### src/rtl/suite_sup_pkg.sv
package suite_sup_pkg;
  typedef enum logic [2:0] {
    ST_IDLE  = 3'd0,
    ST_LOAD  = 3'd1,
    ST_RUN   = 3'd2,
    ST_RETRY = 3'd3,
    ST_PASS  = 3'd4,
    ST_LFAIL = 3'd5,
    ST_VFAIL = 3'd6
  } sup_state_e;

  localparam int unsigned NUM_WDOG = 2;
  localparam int unsigned WD_LOAD  = 0;
  localparam int unsigned WD_LIFE  = 1;
endpackage

### src/rtl/sup_wdog.sv
module sup_wdog #(
  parameter int unsigned CNT_W = 16
) (
  input  logic             clk_i,
  input  logic             rst_ni,
  input  logic             reload_i,
  input  logic             dec_i,
  input  logic [CNT_W-1:0] reload_val_i,
  output logic             zero_o
);
  logic [CNT_W-1:0] cnt_q;

  always_ff @(posedge clk_i or negedge rst_ni) begin
    if (!rst_ni)          cnt_q <= '0;
    else if (reload_i)    cnt_q <= reload_val_i;
    else if (dec_i && cnt_q != '0) cnt_q <= cnt_q - 1'b1;
  end

  assign zero_o = (cnt_q == '0);
endmodule

### src/rtl/sup_retry.sv
module sup_retry (
  input  logic clk_i,
  input  logic rst_ni,
  input  logic clr_i,
  input  logic take_i,
  output logic used_o
);
  always_ff @(posedge clk_i or negedge rst_ni) begin
    if (!rst_ni)     used_o <= 1'b0;
    else if (clr_i)  used_o <= 1'b0;
    else if (take_i) used_o <= 1'b1;
  end
endmodule

### src/rtl/sup_fsm.sv
module sup_fsm
  import suite_sup_pkg::*;
(
  input  logic       clk_i,
  input  logic       rst_ni,
  input  logic       start_i,
  input  logic       clear_i,
  input  logic       load_ack_i,
  input  logic       alive_i,
  input  logic       done_i,
  input  logic       load_zero_i,
  input  logic       life_zero_i,
  input  logic       retry_used_i,
  output sup_state_e state_o,
  output logic       start_take_o,
  output logic       retry_take_o,
  output logic       load_rld_o,
  output logic       load_dec_o,
  output logic       life_rld_o,
  output logic       life_dec_o
);
  sup_state_e st_q, st_d;

  always_comb begin
    st_d         = st_q;
    start_take_o = 1'b0;
    retry_take_o = 1'b0;
    load_rld_o   = 1'b0;
    load_dec_o   = 1'b0;
    life_rld_o   = 1'b0;
    life_dec_o   = 1'b0;
    if (clear_i) begin
      st_d = ST_IDLE;
    end else begin
      unique case (st_q)
        ST_IDLE, ST_PASS: begin
          if (start_i) begin
            st_d         = ST_LOAD;
            start_take_o = 1'b1;
            load_rld_o   = 1'b1;
          end
        end
        ST_LOAD: begin
          if (load_ack_i) begin
            st_d       = ST_RUN;
            life_rld_o = 1'b1;
          end else if (load_zero_i) begin
            st_d = ST_LFAIL;
          end else begin
            load_dec_o = 1'b1;
          end
        end
        ST_RUN: begin
          if (done_i) begin
            st_d = ST_PASS;
          end else if (alive_i) begin
            life_rld_o = 1'b1;
          end else if (life_zero_i) begin
            if (retry_used_i) begin
              st_d = ST_VFAIL;
            end else begin
              st_d         = ST_RETRY;
              retry_take_o = 1'b1;
            end
          end else begin
            life_dec_o = 1'b1;
          end
        end
        ST_RETRY: begin
          st_d       = ST_RUN;
          life_rld_o = 1'b1;
        end
        ST_LFAIL, ST_VFAIL: st_d = st_q;
        default: st_d = ST_IDLE;
      endcase
    end
  end

  always_ff @(posedge clk_i or negedge rst_ni) begin
    if (!rst_ni) st_q <= ST_IDLE;
    else         st_q <= st_d;
  end

  assign state_o = st_q;
endmodule

### src/rtl/suite_supervisor.sv
module suite_supervisor
  import suite_sup_pkg::*;
#(
  parameter int unsigned CNT_W = 16
) (
  input  logic             clk_i,
  input  logic             rst_ni,
  input  logic             start_i,
  input  logic             clear_i,
  input  logic [CNT_W-1:0] load_timeout_i,
  input  logic [CNT_W-1:0] life_timeout_i,
  input  logic             load_ack_i,
  input  logic             alive_i,
  input  logic             done_i,
  output logic             load_req_o,
  output logic             exec_o,
  output logic             dev_rst_o,
  output logic             dload_req_o,
  output logic             power_en_o,
  output logic [2:0]       status_o
);
  sup_state_e state;
  logic start_take, retry_take, retry_used;
  logic [NUM_WDOG-1:0]  wd_rld, wd_dec, wd_zero;
  logic [CNT_W-1:0]     wd_val [NUM_WDOG];

  assign wd_val[WD_LOAD] = load_timeout_i;
  assign wd_val[WD_LIFE] = life_timeout_i;

  sup_fsm u_fsm (
    .clk_i        (clk_i),
    .rst_ni       (rst_ni),
    .start_i      (start_i),
    .clear_i      (clear_i),
    .load_ack_i   (load_ack_i),
    .alive_i      (alive_i),
    .done_i       (done_i),
    .load_zero_i  (wd_zero[WD_LOAD]),
    .life_zero_i  (wd_zero[WD_LIFE]),
    .retry_used_i (retry_used),
    .state_o      (state),
    .start_take_o (start_take),
    .retry_take_o (retry_take),
    .load_rld_o   (wd_rld[WD_LOAD]),
    .load_dec_o   (wd_dec[WD_LOAD]),
    .life_rld_o   (wd_rld[WD_LIFE]),
    .life_dec_o   (wd_dec[WD_LIFE])
  );

  for (genvar g = 0; g < NUM_WDOG; g++) begin : g_wdog
    sup_wdog #(.CNT_W(CNT_W)) u_wdog (
      .clk_i        (clk_i),
      .rst_ni       (rst_ni),
      .reload_i     (wd_rld[g]),
      .dec_i        (wd_dec[g]),
      .reload_val_i (wd_val[g]),
      .zero_o       (wd_zero[g])
    );
  end

  sup_retry u_retry (
    .clk_i  (clk_i),
    .rst_ni (rst_ni),
    .clr_i  (start_take),
    .take_i (retry_take),
    .used_o (retry_used)
  );

  assign load_req_o  = (state == ST_LOAD);
  assign exec_o      = (state == ST_RUN);
  assign dev_rst_o   = (state == ST_RETRY);
  assign dload_req_o = (state == ST_PASS);
  assign power_en_o  = !((state == ST_LFAIL) || (state == ST_VFAIL));
  assign status_o    = state;
endmodule

### config.mk
export PLATFORM = sky130hd
export DESIGN_NAME = suite_supervisor
export DESIGN_NICKNAME = d
export VERILOG_FILES = /design/src/rtl/suite_sup_pkg.sv /design/src/rtl/sup_wdog.sv /design/src/rtl/sup_retry.sv /design/src/rtl/sup_fsm.sv /design/src/rtl/suite_supervisor.sv
export SDC_FILE = /design/constraint.sdc
export NUM_CORES = 1
export LEC_CHECK = 0
export CAP_MARGIN = 20
export CORE_MARGIN = 10
export CORE_UTILIZATION = 55
export DETAILED_ROUTE_END_ITERATION = 16
export PLACE_DENSITY = 0.85
export SYNTH_ARGS = -nofsm -noshare
export SYNTH_HDL_FRONTEND = slang
export SYNTH_SLANG_ARGS = --single-unit
export TNS_END_PERCENT = 100
### constraint.sdc
create_clock -name clk_i -period 3.8 [get_ports clk_i]
set_clock_uncertainty 0.2 [all_clocks]
set_input_delay 0.95 -clock clk_i [delete_from_list [all_inputs] [get_ports clk_i]]
set_output_delay 0.95 -clock clk_i [all_outputs]
set_load 0.03 [all_outputs]
* After elaboration in Yosys (flattened, before gate mapping)
Index checks and enable logic that the tools add are counted.
Storage, ports and cells: output and inout bits 8, flip-flop bits (word level) 36
Operators by class: muxes and demuxes 38, add/subtract/negate cells 2, reduce and logical (&&, ||, !) cells 15, equality and inequality tests 11
Operators by type and width (number):
- 16-bit two-way mux | 4
- 16-bit zero test | 2
- 16-bit nonzero test | 2
- 16-bit by 1-bit subtractor with 16-bit output, second input constant | 2
- 1-bit two-way mux | 24
- 3-bit two-way mux | 8
- 3-bit one-hot mux with 5 select lines | 1
- 3-bit equality test, second input constant | 3
- 4-bit by 3-bit inequality test with 1-bit output, second input constant | 2
- 3-bit by 2-bit equality test with 1-bit output, second input constant | 2
- 2-bit nonzero test | 3
- 5-bit AND reduction | 1
- 4-bit inequality test, second input constant | 1
- 2-bit OR reduction | 2
- 3-bit by 1-bit equality test with 1-bit output, second input constant | 1
- 3-bit zero test | 1
- 3-bit inequality test, second input constant | 1
- 1-bit one-hot mux with 3 select lines | 1
- 1-bit logical AND | 2
- 2-bit inequality test, second input constant | 1
- 1-bit zero test | 1
- 1-bit logical OR | 1

* Depth between registers and ports, before layout
depth in word-level cells 9, mapped depth 8

* Modules after synthesis
From an unflattened synthesis, not the netlist that was laid out.
Unflattened totals: cell total of the unflattened synthesis 297, area total of the unflattened synthesis 2521.2 µm²
Modules (own cells, without submodules):
- sup_wdog | sequential area each 400.4 µm², area an instance 1063.5 µm², cells an instance 124, instances 2
- sup_fsm | sequential area each 75.1 µm², area an instance 314.1 µm², cells an instance 41, instances 1
- suite_supervisor | sequential area each 0.0 µm², area an instance 45.0 µm², cells an instance 6, instances 1
- sup_retry | sequential area each 25.0 µm², area an instance 35.0 µm², cells an instance 2, instances 1

* Least setup slack after synthesis
Ideal clock, no wire load.
path kind register -> output, start register u_fsm.st_q[1] (netlist: u_fsm.state_o[1]), end output exec_o, path slack 0.941 ns, data arrival time 1.709 ns, path buffers 1, required time 2.650 ns, cell stages (with the launch flop) 3, path through dfrtp_1 > clkbuf_1 > nor3b_1
Between the ends: word-level cells in the longest chain between the ends 1
RTL lines:
- start: declaration | RTL line sup_fsm.sv:22 | sup_state_e st_q, st_d;
- start signal: assignment | RTL line sup_fsm.sv:81 | else st_q <= st_d;
- 3-bit by 2-bit equality test with 1-bit output | RTL line suite_supervisor.sv:70 | assign exec_o = (state == ST_RUN);
- end: declaration | RTL line suite_supervisor.sv:16 | output logic exec_o,
Every way passes these cells.

* Final worst setup path
start register u_fsm.st_q[0] (netlist: u_fsm.state_o[0]), end output load_req_o
Between the ends: word-level cells in the longest chain between the ends 1
RTL lines:
- 3-bit by 1-bit equality test with 1-bit output | RTL line suite_supervisor.sv:69 | assign load_req_o = (state == ST_LOAD);
- end: declaration | RTL line suite_supervisor.sv:15 | output logic load_req_o,
Every way passes these cells.

==> impl_metrics.toml <==
[yosys]
synth_xor_area_share_pct = 8.83
synth-seq-cells = 36
synth-simple-area-share_pct = 30.9
synth-compound-area-share_pct = 15.0
synth.distinct_cells = 50
async_flop_share_pct = 100
synth.avg_cell_area_um2 = 8.84
synthAdderAreaFrac_pct = 2.19
synth_top_family_by_area = "simple AND/OR/NAND/NOR gates"
synthCells = 258
synth_fp_nets = 301
synth_edf_count = 0
syn_area_um2 = 2280
synthMuxAreaShare_pct = 0.933
synthFlopType = "dfrtp_1"
yosysSeqAreaShare_pct = 39.5
ys_warn_count = 0

[pwr]
ir_drop_v = 0.000297
p_comb_share_pct = 34.8
power_frac_clock_pct = 21.7
switching_power_mw = 0.626
powerDensity_nw_per_um2 = 588
p_int_mw = 1.09
leakage_nw = 1.06
p_seq_share_pct = 43.5
p_sw_share_pct = 36.5

[outcome]
status = "finished, final reports clean"

[drt]
antenna_left = 0
firstDrtPassIters = 5
detail_route.iter0.violations = 162
post_drt_wl_per_cell_um = 15.7
route.detailed.drc = 0
viasPerCell = 5.93
dr_total_vias = 2106
wirelength_um = 5570

[global_route]
globalRouteOverflowTotal = 0
grt_pass1_wl_um = 9520
grt_usage_pct = 15.6
grt_max_degree = 37
antenna_found_initial = 0
grt_pass1_vias = 2012

[layout]
area_growth_pct = 27.9
drive_gt1_share_pct = 6.89
multi_input_area_um2 = 1320
ff_latch_area_um2 = 901
fill_cells = 305
nets = 347
diodes = 0

[floorplanning]
die_x_um = 84.4
core-area_um2 = 4000
ios = 47
dieHeight_um = 84.4
start_util_pct = 57.0
rows = 23
dieArea_um2 = 7120

[timing]
max-slew-margin-rel_pct = 56.6
max_clock_freq_mhz = 317
rsz0062_at_grt = "no"
final-setup-viol-count = 0
hold_slack_ns = 0.333
maxSlewViolCount = 0
fin_crit_sh_pct = 83.0
min_period_ns = 3.16
finalHoldViolations = 0
worst_pin_slew_ns = 0.646
final.setup.tns_ns = 0

[clock_network]
cts-root-buf = "clkbuf_8"
cts_max_level = 2
numCtsBuffers = 5
post_cts_buffers = 0
clk_latency_ns = 0.29
clockBufferDepth = 2
cts_sinks = 36
cts_tree = "done"
hold_buffers = 0
clk_pin_slew_ns = 0.07
cts_resized = 0

[placed_design]
portBuffers = 46
place_congestion = 0.870
dpl.hpwl_um = 4080

[critical_path]
crit_path_end_kind = "output pin"
worstSetupStartpointType = "flip-flop"
required_ns = 2.65
worstPathArrival_ns = 2.01
worstPathMaxFanout = 14
critical_path_class = "reg -> out"

[run]
drv_cap = 0

[hold_path]
hp-class = "reg -> reg"
==> layout by cell type, fill, tap and decap left out, drive strengths merged, types with 3 or more instances in the layout <==
cell type / n
ha: 4
or3: 4
inv: 5
nand2: 28
nand3: 7
nor4: 12
clkbuf: 7
clkdlybuf4s50: 46
nor2b: 5
nand3b: 3
dfrtp: 36
nor4b: 10
xnor2: 21
nor3b: 3
or4: 5
o21ai: 23
nor3: 13
nor2: 21
a21oi: 12
nand2b: 3
buf: 4
==> area by class of cell <==
cell class                      count  area share [%]
Tap cell                           50            2.14
Clock inverter                      1            1.03
Multi-Input combinational cell    206            45.2
Inverter                            5           0.643
Timing Repair Buffer               50            16.8
Clock buffer                        7            3.30
Sequential cell                    36            30.9
==> path summary, 6_finish.rpt <==
kind,slack (ns),cells past startpoint,to,startpoint
hold / removal,0.33,2,u_retry.used_o,u_retry.used_o
setup reg to reg,1.29,5,u_fsm.state_o[1],g_wdog[1].u_wdog.cnt_q[4]
hold reg to reg,0.33,2,u_retry.used_o,u_retry.used_o
max in group asynchronous,2.20,2,g_wdog[1].u_wdog.cnt_q[4],rst_ni
min in group asynchronous,0.88,2,u_fsm.state_o[0],rst_ni
setup / recovery,0.64,3,load_req_o,u_fsm.state_o[0]
==> worst max-delay path, stage by stage, from the launching register on <==
cell and delay [ns]:
dfrtp_1 0.61, nor2b_1 0.26, nor2b_1 0.15, clkdlybuf4s50_1 0.69
==> metrics by stage <==
stage | instances | power (mW) | setup slack [ns] | instance area, µm² | util, %
global placement | 347 | 1.31 | 0.611 | 2790 | 69.8
detailed placement | 347 | 1.34 | 0.500 | 2790 | 69.8
finish | 355 | 1.72 | 0.644 | 2920 | 72.9
global route | 355 | 1.83 | 0.506 | 2920 | 72.9
CTS | 355 | 1.72 | 0.627 | 2920 | 72.9
floorplan | 258 | 1.14 | 0.941 | 2280 | -
==> sequential cells by signal (all words and copies together) (netlist names) <==
register / count
g_wdog.u_wdog.cnt_q: 32
u_fsm.state_o: 3
u_retry.used_o: 1
==> Yosys cell counts, types with 2 or more instances <==
cell      number  area share [%]
nand3b_1       3            0.99
nor3_1        13             2.9
a21oi_1       12             2.6
a211o_1        2            0.77
nor4_1        11             3.0
nand2b_1       3            0.82
a221o_1        2            0.88
o31a_1         2            0.77
nor4b_1        8             3.1
o21ai_0       23             5.0
clkbuf_1      10             1.6
nor3b_1        3            0.99
o211ai_1       2            0.66
nand3_1        7             1.5
or3_1          4             1.1
nor2_1        21             3.5
nand4_1        2            0.55
or4_1          4             1.3
inv_1          5            0.82
xnor2_1       21             8.1
dfrtp_1       36              39
ha_1           4             2.2
nor2b_1        4             1.1
nand2_1       28             4.6
o31ai_1        2            0.66
xor2_1         2            0.77
==> cell families (layout without fill, tap and decap cells) <==
family | after synthesis | count (layout)
xor gates and xnor gates | 23 | 23
AOI/OAI and AO/OA | 55 | 55
DFF | 36 | 36
adders and majority gates | 4 | 4
and+or+nand+nor | 122 | 122
buffers and inverters | 16 | 63
muxes | 2 | 2
==> power by group through the flow <==
stage	logic, mW	registers (mW)	clock network, mW
global placement	0.575	0.735	0
global route	0.665	0.770	0.396
detailed placement	0.594	0.741	0
floorplan	0.442	0.697	0
finish	0.597	0.746	0.372
CTS	0.599	0.739	0.379
==> routing by layer <==
| metal | wire, µm | up-vias | GRT usage, % |
|---|---|---|---|
| li1 | - | 1037 | - |
| met1 | 2530 | 984 | 19.2 |
| met2 | 2590 | 79 | 25.5 |
| met3 | 393 | 6 | 5.41 |
| met4 | 55 | 0 | 4.04 |
| met5 | 0 | - | 0 |
(Power assumes the default switching activity.)
